## src/rtl/plw_pkg.sv

```systemverilog
package plw_pkg;

  // Error strictly below the fine threshold counts toward lock.
  function automatic logic below_fine(input int err, input int fine);
    return err < fine;
  endfunction

  // Error at or above the coarse threshold breaks an existing lock.
  function automatic logic at_coarse(input int err, input int coarse);
    return err >= coarse;
  endfunction

  // Required run length for the selected precision.
  function automatic int run_needed(input logic strict, input int loose_n, input int strict_n);
    return strict ? strict_n : loose_n;
  endfunction

endpackage

```

## src/rtl/plw_phase_meter.sv

```systemverilog
module plw_phase_meter #(
  parameter int MAX_TICKS = 31,
  parameter int ERR_W     = 5
) (
  input  logic             clk,
  input  logic             rst_n,
  input  logic             ref_stb_i,
  input  logic             fb_stb_i,
  output logic             done_o,
  output logic [ERR_W-1:0] err_o
);

  localparam logic [ERR_W-1:0] MAX_V = ERR_W'(MAX_TICKS);

  logic             wait_q;
  logic             ref_first_q;
  logic [ERR_W-1:0] cnt_q;

  // Named events for checking
  logic tie_ev, open_ev, close_ev, repeat_ev, timeout_ev;

  assign tie_ev     = !wait_q && ref_stb_i && fb_stb_i;
  assign open_ev    = !wait_q && (ref_stb_i ^ fb_stb_i);
  assign close_ev   = wait_q && (ref_first_q ? fb_stb_i : ref_stb_i);
  assign repeat_ev  = wait_q && !close_ev && (ref_first_q ? ref_stb_i : fb_stb_i);
  assign timeout_ev = wait_q && !close_ev && !repeat_ev && (cnt_q == MAX_V);

  always_ff @(posedge clk or negedge rst_n) begin
    if (!rst_n) begin
      wait_q      <= 1'b0;
      ref_first_q <= 1'b0;
      cnt_q       <= '0;
      done_o      <= 1'b0;
      err_o       <= '0;
    end else begin
      done_o <= tie_ev | close_ev | repeat_ev | timeout_ev;
      if (tie_ev)                      err_o <= '0;
      else if (close_ev)               err_o <= cnt_q;
      else if (repeat_ev | timeout_ev) err_o <= MAX_V;

      if (open_ev) begin
        wait_q      <= 1'b1;
        ref_first_q <= ref_stb_i;
        cnt_q       <= ERR_W'(1);
      end else if (close_ev | repeat_ev | timeout_ev) begin
        wait_q <= 1'b0;
      end else if (wait_q) begin
        cnt_q <= cnt_q + 1'b1;
      end
    end
  end

  // coincident edges give zero error on the next clock
  assert_tie_zero_R2: assert property (@(posedge clk) disable iff (!rst_n)
    tie_ev |=> (done_o && err_o == '0));

  // an unanswered window ends saturated
  assert_timeout_sat_R3: assert property (@(posedge clk) disable iff (!rst_n)
    timeout_ev |=> (done_o && err_o == MAX_V));

  // a repeated first edge also ends saturated
  assert_repeat_sat_R3: assert property (@(posedge clk) disable iff (!rst_n)
    repeat_ev |=> (done_o && err_o == MAX_V));

endmodule

```

## src/rtl/plw_classify.sv

```systemverilog
module plw_classify #(
  parameter int FINE_TICKS   = 4,
  parameter int COARSE_TICKS = 7,
  parameter int ERR_W        = 5
) (
  input  logic [ERR_W-1:0] err_i,
  output logic             good_o,
  output logic             bad_o
);
  import plw_pkg::*;

  always_comb begin
    good_o = below_fine(int'(err_i), FINE_TICKS);
    bad_o  = at_coarse(int'(err_i), COARSE_TICKS);
  end

  // Hysteresis: a measurement is never both good and bad
  always_comb begin
    assert_disjoint_R7: assert (!(good_o && bad_o));
  end

endmodule

```

## src/rtl/plw_streak.sv

```systemverilog
module plw_streak #(
  parameter int LOOSE_CNT  = 3,
  parameter int STRICT_CNT = 5,
  parameter int CNT_W      = 3
) (
  input  logic clk,
  input  logic rst_n,
  input  logic done_i,
  input  logic good_i,
  input  logic bad_i,
  input  logic sel_i,
  output logic lock_o
);
  import plw_pkg::*;

  localparam logic [CNT_W-1:0] CNT_TOP = CNT_W'(STRICT_CNT);

  logic             sel_q;
  logic [CNT_W-1:0] cnt_q;
  logic             sel_chg;
  logic [CNT_W:0]   need;
  logic [CNT_W:0]   next_run;

  assign sel_chg  = (sel_i != sel_q);
  assign need     = (CNT_W+1)'(run_needed(sel_i, LOOSE_CNT, STRICT_CNT));
  assign next_run = {1'b0, cnt_q} + 1'b1;

  always_ff @(posedge clk or negedge rst_n) begin
    if (!rst_n) begin
      sel_q  <= 1'b0;
      cnt_q  <= '0;
      lock_o <= 1'b0;
    end else begin
      sel_q <= sel_i;
      if (sel_chg) begin
        lock_o <= 1'b0;
        cnt_q  <= '0;
      end else if (done_i) begin
        if (lock_o) begin
          if (bad_i) begin
            lock_o <= 1'b0;
            cnt_q  <= '0;
          end else if (!good_i) begin
            cnt_q <= '0;
          end
        end else if (good_i) begin
          if (cnt_q != CNT_TOP) cnt_q <= cnt_q + 1'b1;
          if (next_run >= need) lock_o <= 1'b1;
        end else begin
          cnt_q <= '0;
        end
      end
    end
  end

  // lock only rises after a good comparison
  assert_rise_on_good_R4: assert property (@(posedge clk) disable iff (!rst_n)
    $rose(lock_o) |-> $past(done_i && good_i));

  // a coarse error drops an existing lock
  assert_drop_on_coarse_R8: assert property (@(posedge clk) disable iff (!rst_n)
    (lock_o && done_i && bad_i && !sel_chg) |=> !lock_o);

  // without a coarse error or precision change, lock holds
  assert_hold_lock_R7: assert property (@(posedge clk) disable iff (!rst_n)
    (lock_o && !sel_chg && !(done_i && bad_i)) |=> lock_o);

  // a precision change clears flag and run
  assert_sel_clear_R9: assert property (@(posedge clk) disable iff (!rst_n)
    sel_chg |=> (!lock_o && cnt_q == '0));

endmodule

```

## src/rtl/pll_lock_watch.sv

```systemverilog
module pll_lock_watch #(
  parameter int FINE_TICKS   = 4,
  parameter int COARSE_TICKS = 7,
  parameter int MAX_TICKS    = 31,
  parameter int LOOSE_CNT    = 3,
  parameter int STRICT_CNT   = 5,
  localparam int ERR_W       = $clog2(MAX_TICKS + 1),
  localparam int CNT_W       = $clog2(STRICT_CNT + 1)
) (
  input  logic             clk,
  input  logic             rst_n,
  input  logic             ref_stb_i,
  input  logic             fb_stb_i,
  input  logic             strict_i,
  output logic             lock_o,
  output logic [ERR_W-1:0] err_o
);

  logic meas_done;
  logic meas_good;
  logic meas_bad;

  plw_phase_meter #(
    .MAX_TICKS (MAX_TICKS),
    .ERR_W     (ERR_W)
  ) u_meter (
    .clk       (clk),
    .rst_n     (rst_n),
    .ref_stb_i (ref_stb_i),
    .fb_stb_i  (fb_stb_i),
    .done_o    (meas_done),
    .err_o     (err_o)
  );

  plw_classify #(
    .FINE_TICKS   (FINE_TICKS),
    .COARSE_TICKS (COARSE_TICKS),
    .ERR_W        (ERR_W)
  ) u_class (
    .err_i  (err_o),
    .good_o (meas_good),
    .bad_o  (meas_bad)
  );

  plw_streak #(
    .LOOSE_CNT  (LOOSE_CNT),
    .STRICT_CNT (STRICT_CNT),
    .CNT_W      (CNT_W)
  ) u_streak (
    .clk    (clk),
    .rst_n  (rst_n),
    .done_i (meas_done),
    .good_i (meas_good),
    .bad_i  (meas_bad),
    .sel_i  (strict_i),
    .lock_o (lock_o)
  );

  // flag is clear whenever reset is held
  assert_reset_clear_R1: assert property (@(posedge clk)
    !rst_n |-> (!lock_o && err_o == '0));

endmodule

```

## config.mk

```make
export PLATFORM = sky130hd
export DESIGN_NAME = pll_lock_watch
export DESIGN_NICKNAME = d
export VERILOG_FILES = /design/src/rtl/plw_pkg.sv /design/src/rtl/plw_phase_meter.sv /design/src/rtl/plw_classify.sv /design/src/rtl/plw_streak.sv /design/src/rtl/pll_lock_watch.sv
export SDC_FILE = /design/constraint.sdc
export NUM_CORES = 1
export LEC_CHECK = 0
export ABC_AREA = 1
export BUFFER_PORTS_ARGS = -buffer_cell sky130_fd_sc_hd__buf_2
export CORE_MARGIN = 1
export CORE_UTILIZATION = 50
export CTS_CLUSTER_DIAMETER = 100
export CTS_CLUSTER_SIZE = 24
export DETAILED_ROUTE_END_ITERATION = 6
export GPL_ROUTABILITY_DRIVEN = 0
export HOLD_SLACK_MARGIN = 0.05
export PLACE_DENSITY_LB_ADDON = 0.12
export SKIP_CTS_REPAIR_TIMING = 1
export SLEW_MARGIN = 20
export SYNTH_ARGS = -nofsm -noshare
export SYNTH_HDL_FRONTEND = slang
export SYNTH_HIERARCHICAL = 1
export SYNTH_SLANG_ARGS = --single-unit
export TNS_END_PERCENT = 5
```

## constraint.sdc

```tcl
create_clock -name clk -period 2.1 [get_ports clk]
set_input_delay 0.42 -clock clk [delete_from_list [all_inputs] [get_ports clk]]
set_output_delay 0.42 -clock clk [all_outputs]
set_load 0.03 [all_outputs]
```

---- Word-level counts from Yosys, hierarchy flattened ----
Cells that the tools add are included.
storage, ports and cells
  output and inout port bits .............. 6
  register bits ........................... 18
  logic and storage cells ................. 68
  input bits .............................. 5
operators by class
  add/sub/neg operators ................... 3
  mux-type cells .......................... 24
  equal/unequal tests ..................... 6
  bitwise logic cells ..................... 7
  reduce and logical (&&, ||, !) cells .... 17
  $lt $le $gt $ge ......................... 3
operators by type and width
  cell                 count
  $mux 5               6
  $mux 3               8
  $mux 1               10
  $logic_and 1x1->1    8
  $ne 4x4->1 const B   2
  $or 1x1->1           6
  $reduce_bool 2->1    3
  $add 5x1->5 const B  1
  $eq 5x5->1 const B   1
  $ge 5x3->1 const B   1
  $lt 5x3->1 const B   1
  $add 3x1->4 const B  1
  $ge 4x4->1           1
  $add 3x1->3 const B  1
  $logic_not 1->1      3
  $ne 3x3->1 const B   1
  $reduce_and 3->1     1
  $reduce_bool 3->1    1
  $ne 2x1->1 const B   1
  $reduce_and 2->1     1
  $ne 1x1->1           1
  $xor 1x1->1          1

---- Longest topological paths before layout ----
Gate-level depths: netlist of the first run.
  word-level depth ........................ 12
  mapped depth ............................ 10
  depth with buffers taken out ............ 10

---- By module ----
The synthesis of the first run kept the hierarchy.
modules (own cells, without submodules)
  module           area each (um2)  times used  cells each  sequential area each (um2)
  plw_phase_meter  676.9            1           84          325.3
  plw_streak       361.6            1           53          125.1
  plw_classify     30.0             1           7           0.0

---- Worst setup path after synthesis of the first run ----
No wires, ideal clock.
  path type ............................... register -> register
  start ................................... register u_streak.cnt_q[0]
  end ..................................... register u_streak.lock_o
  data arrival time ....................... 1.412 ns
  setup time .............................. 0.122 ns
  slack ................................... 0.567 ns
  path buffers ............................ 0
  stages on the path, launching flop included .. 11
  data required time ...................... 1.978 ns
  clock period less this slack ............ 1.533 ns
  cells stage by stage .................... dfrtp_1 > ha_1 > xnor2_1 > inv_1 > ha_1 > inv_1 > nand2_1 > nand3_1 > nand3_1 > nand2_1 > a21oi_1
on the way
  cells in the longest elaborated chain, start to end .. 7
RTL lines
  element                   RTL line          RTL
  start: declaration        plw_streak.sv:19  logic [CNT_W-1:0] cnt_q;
  start signal: assignment  plw_streak.sv:47  if (cnt_q != CNT_TOP) cnt_q <= cnt_q + 1'b1;
  $add 3x1->4               plw_streak.sv:26  assign next_run = {1'b0, cnt_q} + 1'b1;
  $ge 4x4->1                plw_streak.sv:48  if (next_run >= need) lock_o <= 1'b1;
  $mux 1                    plw_streak.sv:48
  $mux 1                    plw_streak.sv:46  end else if (good_i) begin
  $mux 1                    plw_streak.sv:39  if (lock_o) begin
  $mux 1                    plw_streak.sv:38  end else if (done_i) begin
  $mux 1                    plw_streak.sv:35  if (sel_chg) begin
  end signal: assignment    plw_streak.sv:36  lock_o <= 1'b0;
  end signal: assignment    plw_streak.sv:41  lock_o <= 1'b0;
  end signal: assignment    plw_streak.sv:48
  end: declaration          plw_streak.sv:12  output logic lock_o
No other way between the ends. The select of a mux whose other input is x is not followed.
A chain may end at the register's enable or synchronous reset.

---- Worst setup path in the final report of the first run ----
Ends and elaborated chain as after synthesis.

==> impl_metrics.json, run 1 <==
{
  "numPortBuffers": 10,
  "rows": 16,
  "multiInputGateArea_sq_um": 509.2,
  "antenna_found_initial": 0,
  "drive_above_1_share": 0.1529,
  "power.leakage_nw": 0.6686,
  "drtAntennaViolNets": 0,
  "die_x_um": 48.23,
  "grt_usage": 0.1827,
  "synth-edff-count": 0,
  "path_max_fanout": 5,
  "numCtsBuffers": 3,
  "drc": 0,
  "cp.required_ns": 2.32,
  "syn-num-nets": 154,
  "hold_viol_final": 0,
  "fmax_mhz": 602.7,
  "dp_hpwl_mm": 1.377,
  "syn2layout_area_growth_pct": 10.19,
  "hold_class": "in2async",
  "skew_ns": 0.001114,
  "via_count": 869,
  "crit_type": "reg2reg",
  "initial_utilization": 0.5391,
  "synthFlopType": "dfrtp_1",
  "path_clk_slew_ns": 0.10,
  "ios": 11,
  "rsz0062_at_grt": "false",
  "cp-start-kind": "flip-flop",
  "cts-root-buf": "clkbuf_4",
  "cts_num_sinks": 18,
  "grt_overflow": 0,
  "htree_levels": 1,
  "p_per_area_mw_per_mm2": 837.1,
  "yosysWarnings": 6,
  "status": "completed",
  "async_flop_share": 1.000,
  "dieHeight_um": 48.23,
  "fillers": 187,
  "reg2reg_depth": 10,
  "vdd_drop_max_mv": 0.5070,
  "firstDrtPassIters": 4,
  "period_needed_ns": 1.659,
  "netlist_instances": 144,
  "setup-tns-final_ns": 0,
  "grt_first_pass_wirelength_mm": 2.911,
  "nets": 168,
  "cts_buffer_depth": 2,
  "synth_cell_types": 20,
  "critical_path_arrival_ns": 1.88,
  "seq_area_sq_um": 450.4,
  "cts_tree": "built",
  "tightest_slew_ns": 0.3837,
  "slew_viol_final": 0,
  "finalSetupViolCount": 0,
  "reg2reg_from": "u_streak/cnt_q[0]",
  "slew_headroom": 0.7442,
  "fin_crit_sh": 0.7900,
  "syn_avg_cell_area_sq_um": 7.420,
  "dp.cells": 180,
  "whs_ns": 0.03347,
  "drt_wl_total_mm": 1.771,
  "synth_seq_cells": 18,
  "clock_latency_ns": 0.29,
  "cap_violations": 0,
  "placeableCoreArea_sq_mm": 0.001982,
  "yosysSeqAreaShare": 0.4215,
  "antenna_cells": 0,
  "crit_start": "u_streak/cnt_q[0]",
  "setup.worst_path.end_class": "flip-flop",
  "r2r_end": "u_streak/lock_o",
  "drt_first_iter_violations": 31,
  "netlist_area_sq_mm": 0.001069,
  "via_per_inst": 4.723,
  "first_global_vias": 730,
  "dieArea_sq_mm": 0.002326,
  "grt_max_degree": 19,
  "drt-wirelength-per-cell_um": 9.625,
  "r2r_slack_ns": 0.44,
  "fin_cells": 184
}
-- metrics by stage --
stage,cell area (sq um),utilization,power [mW],setup slack (ns)
floorplan,1069,-,0.7033,0.5667
global placement,1141,0.5758,0.7797,0.5266
detailed placement,1141,0.5758,0.7837,0.4472
CTS,1177,0.5941,0.9980,0.4206
global route,1177,0.5941,1.072,0.2658
finish,1177,0.5941,0.9856,0.4409
-- report_power, final --
part	internal, mW	total (mW)	switching, mW
clock	0.106	0.209	0.103
combinational	0.101	0.311	0.210
sequential	0.404	0.466	0.0622
-- synthesized netlist by cell type (2+ instances only) --
library cell,count,area [sq um]
dfrtp_1,18,450.4
ha_1,5,62.56
inv_1,25,93.84
nand2_1,54,202.7
nand2_2,2,12.51
nand3_1,16,80.08
nand3_2,2,20.02
nand4_1,3,18.77
nor2_1,5,18.77
o21ai_1,4,20.02
-- how the worst max path moves through the flow --
stage	cells after the start	slack, ns	end
detailed placement	10	0.45	u_streak/lock_o
global placement	10	0.53	u_streak/lock_o
floorplan	10	0.57	u_streak/lock_o
CTS	10	0.42	u_streak/lock_o
finish	10	0.44	u_streak/lock_o
global route	10	0.27	u_streak/lock_o
-- kinds of logic (layout without fill, tap and decap cells) --
group	count (synthesis)	after routing	share of synthesized area
and+or+nand+nor	86	86	0.3700
buffers and inverters	27	40	0.1019
DFF	18	18	0.4215
adders and majority gates	5	5	0.05855
xor gates and xnor gates	2	2	0.01640
AOI/OAI and AO/OA	6	6	0.03161
-- final cells by class --
type	count	area share
clock buffer	4	0.03082
timing repair buffer	10	0.04251
multi-input combinational	99	0.4325
inverter	26	0.08289
tap	27	0.02869
sequential	18	0.3826
-- critical path, stage by stage (launching register included) --
cell	delay (ns)
dfrtp_1	0.43
ha_1	0.23
xnor2_1	0.19
inv_1	0.06
ha_1	0.29
inv_1	0.04
nand2_1	0.06
nand3_1	0.06
nand3_1	0.08
nand2_1	0.05
a21oi_1	0.11
-- layout by cell type (no fill, tap or decap), drive strengths merged, types with 2 or more instances in the layout --
cell type	netlist	layout
ha	5	5
nand2	56	56
a21oi	2	2
nand3	19	19
o21ai	4	4
dfrtp	18	18
nor2	7	7
nand4	3	3
clkbuf	0	4
buf	1	10
inv	26	26
-- sequential cells by signal, indices dropped and copies added, names as in the netlist --
name	cells
u_streak/sel_q	1
u_meter/err_o	5
u_streak/lock_o	1
u_meter/done_o	1
u_meter/wait_q	1
u_streak/cnt_q	3
u_meter/cnt_q	5
u_meter/ref_first_q	1
-- per-layer routing --
layer,track usage,wire length (um),up-vias
met1,0.2459,887,380
met4,0.08333,24,0
met5,0,0,-
met2,0.2933,811,12
li1,-,-,473
met3,0.02222,48,4
Note: power is estimated with default switching activity, not from simulation.
==> run 2, diff against run 1 <==
==> constraint.sdc (replaced) <==
create_clock -name clk -period 1.7 [get_ports clk]
set_input_delay 0.34 -clock clk [delete_from_list [all_inputs] [get_ports clk]]
set_output_delay 0.34 -clock clk [all_outputs]
set_load 0.03 [all_outputs]
==> impl_metrics.json, run 2 (synthesis results as in run 1) <==
{
  "tightest_slew_ns": 0.4000,
  "p_total_mw": 1.234,
  "grt_first_pass_wirelength_mm": 2.904,
  "grt_usage": 0.1884,
  "nets": 170,
  "path_clk_slew_ns": 0.10,
  "initial_utilization": 0.5391,
  "antenna_found_initial": 0,
  "dieHeight_um": 48.23,
  "grt_overflow": 0,
  "dp_hpwl_mm": 1.454,
  "via_count": 883,
  "use_met2": 0.2987,
  "die_x_um": 48.23,
  "crit_chain": "ha_2 > xnor2_2 > inv_1 > ha_1 > inv_1 > nand2_1 > nand3_1 > nand3_1 > nand2_1 > a21oi_1",
  "grt_use_met3": 0.03333,
  "drt_wl_total_mm": 1.913,
  "rows": 16,
  "r2r_slack_ns": 0.09,
  "antenna_cells": 0,
  "numCtsBuffers": 3,
  "finalSetupViolCount": 0,
  "reg_top3": "u_meter/cnt_q (5), u_meter/err_o (5), u_streak/cnt_q (3)",
  "drive_above_1_share": 0.1887,
  "htree_levels": 1,
  "period_needed_ns": 1.610,
  "firstDrtPassIters": 4,
  "critical_path.max_stage_delay_ns": 0.44,
  "cts_tree": "built",
  "cts_num_sinks": 18,
  "drt-wirelength-per-cell_um": 10.28,
  "cp.required_ns": 1.93,
  "first_global_vias": 694,
  "cp-start-kind": "flip-flop",
  "hold_class": "in2reg",
  "slew_viol_final": 0,
  "numPortBuffers": 10,
  "p_per_area_mw_per_mm2": 1023,
  "drt_first_iter_violations": 16,
  "setup.worst_path.end_class": "flip-flop",
  "power.leakage_nw": 0.6716,
  "path_max_fanout": 5,
  "drtAntennaViolNets": 0,
  "cap_violations": 0,
  "cp_slowest_cell": "dfrtp_1",
  "grt_use_met1": 0.2447,
  "hold_viol_final": 0,
  "busiest_layer": "met2",
  "final_cell_mix": "nand2_1 (54), inv_1 (23), dfrtp_1 (17)",
  "drc": 0,
  "slew_headroom": 0.7333,
  "syn2layout_area_growth_pct": 12.88,
  "final_common_cell": "nand2_1",
  "vdd_drop_max_mv": 0.7034,
  "cts_buffer_depth": 2,
  "dieArea_sq_mm": 0.002326,
  "skew_ns": 0.002358,
  "whs_ns": 0.2074,
  "status": "completed",
  "fin_crit_sh": 0.9471,
  "grt_max_degree": 19,
  "fmax_mhz": 621.1,
  "via_per_inst": 4.747,
  "crit_type": "reg2reg",
  "placeableCoreArea_sq_mm": 0.001982,
  "ios": 11,
  "clock_latency_ns": 0.29,
  "rsz0062_at_grt": "true",
  "cts-root-buf": "clkbuf_4",
  "critical_path_arrival_ns": 1.84
}
[run 2: metal layers]
layer | up-vias | routed length, um | share of wire
li1 | 472 | - | -
met1 | 394 | 949 | 0.50
met3 | 2 | 47 | 0.025
met2 | 15 | 900 | 0.47
met4 | 0 | 15 | 0.0078
met5 | - | 0 | 0
[run 2: final cells by class]
class                           count  area [sq um]
Clock buffer                        4         36.28
Fill cell                         184         775.7
Inverter                           26         97.59
Multi-Input combinational cell     99         519.2
Sequential cell                    18         451.7
Tap cell                           27         33.78
Timing Repair Buffer               12         67.56
[run 2: report_power, final]
group	internal, mW	total (mW)	leakage (nW)	switching [mW]
clock network	0.130	0.264	0.0210	0.133
registers	0.500	0.572	0.227	0.0722
logic	0.133	0.399	0.424	0.266
[run 2: critical path: cells and delay by family (launching register included)]
family          cells  cell delay, ns
fa+ha+maj           2            0.50
flops               1            0.44
simple gates        4            0.27
compound gates      1            0.10
xor+xnor            1            0.14
buf+inv             2            0.10
[run 2: final timing paths]
| kind | start | to | cells past startpoint |
|---|---|---|---|
| max in group asynchronous | rst_n | u_meter/cnt_q[1] | 2 |
| worst min register to register | u_meter/err_o[1] | u_meter/err_o[1] | 2 |
| worst max-delay path | u_streak/cnt_q[0] | u_streak/lock_o | 10 |
| worst min-delay path | strict_i | u_streak/sel_q | 1 |
| min in group asynchronous | rst_n | u_meter/ref_first_q | 2 |
| worst max register to register | u_streak/cnt_q[0] | u_streak/lock_o | 10 |
[run 2: stage by stage]
stage / worst slack [ns] / util / std cells / setup TNS, ns / instance area [sq um]
after detailed placement: 0.06611 / 0.5795 / 181 / 0 / 1149
after global placement: 0.1260 / 0.5795 / 181 / 0 / 1149
final: 0.08999 / 0.6086 / 186 / 0 / 1206
after floorplan: 0.1667 / - / 144 / 0 / 1069
after global routing: -0.05015 / 0.6086 / 186 / -0.05015 / 1206
after CTS: 0.04145 / 0.5979 / 185 / 0 / 1185
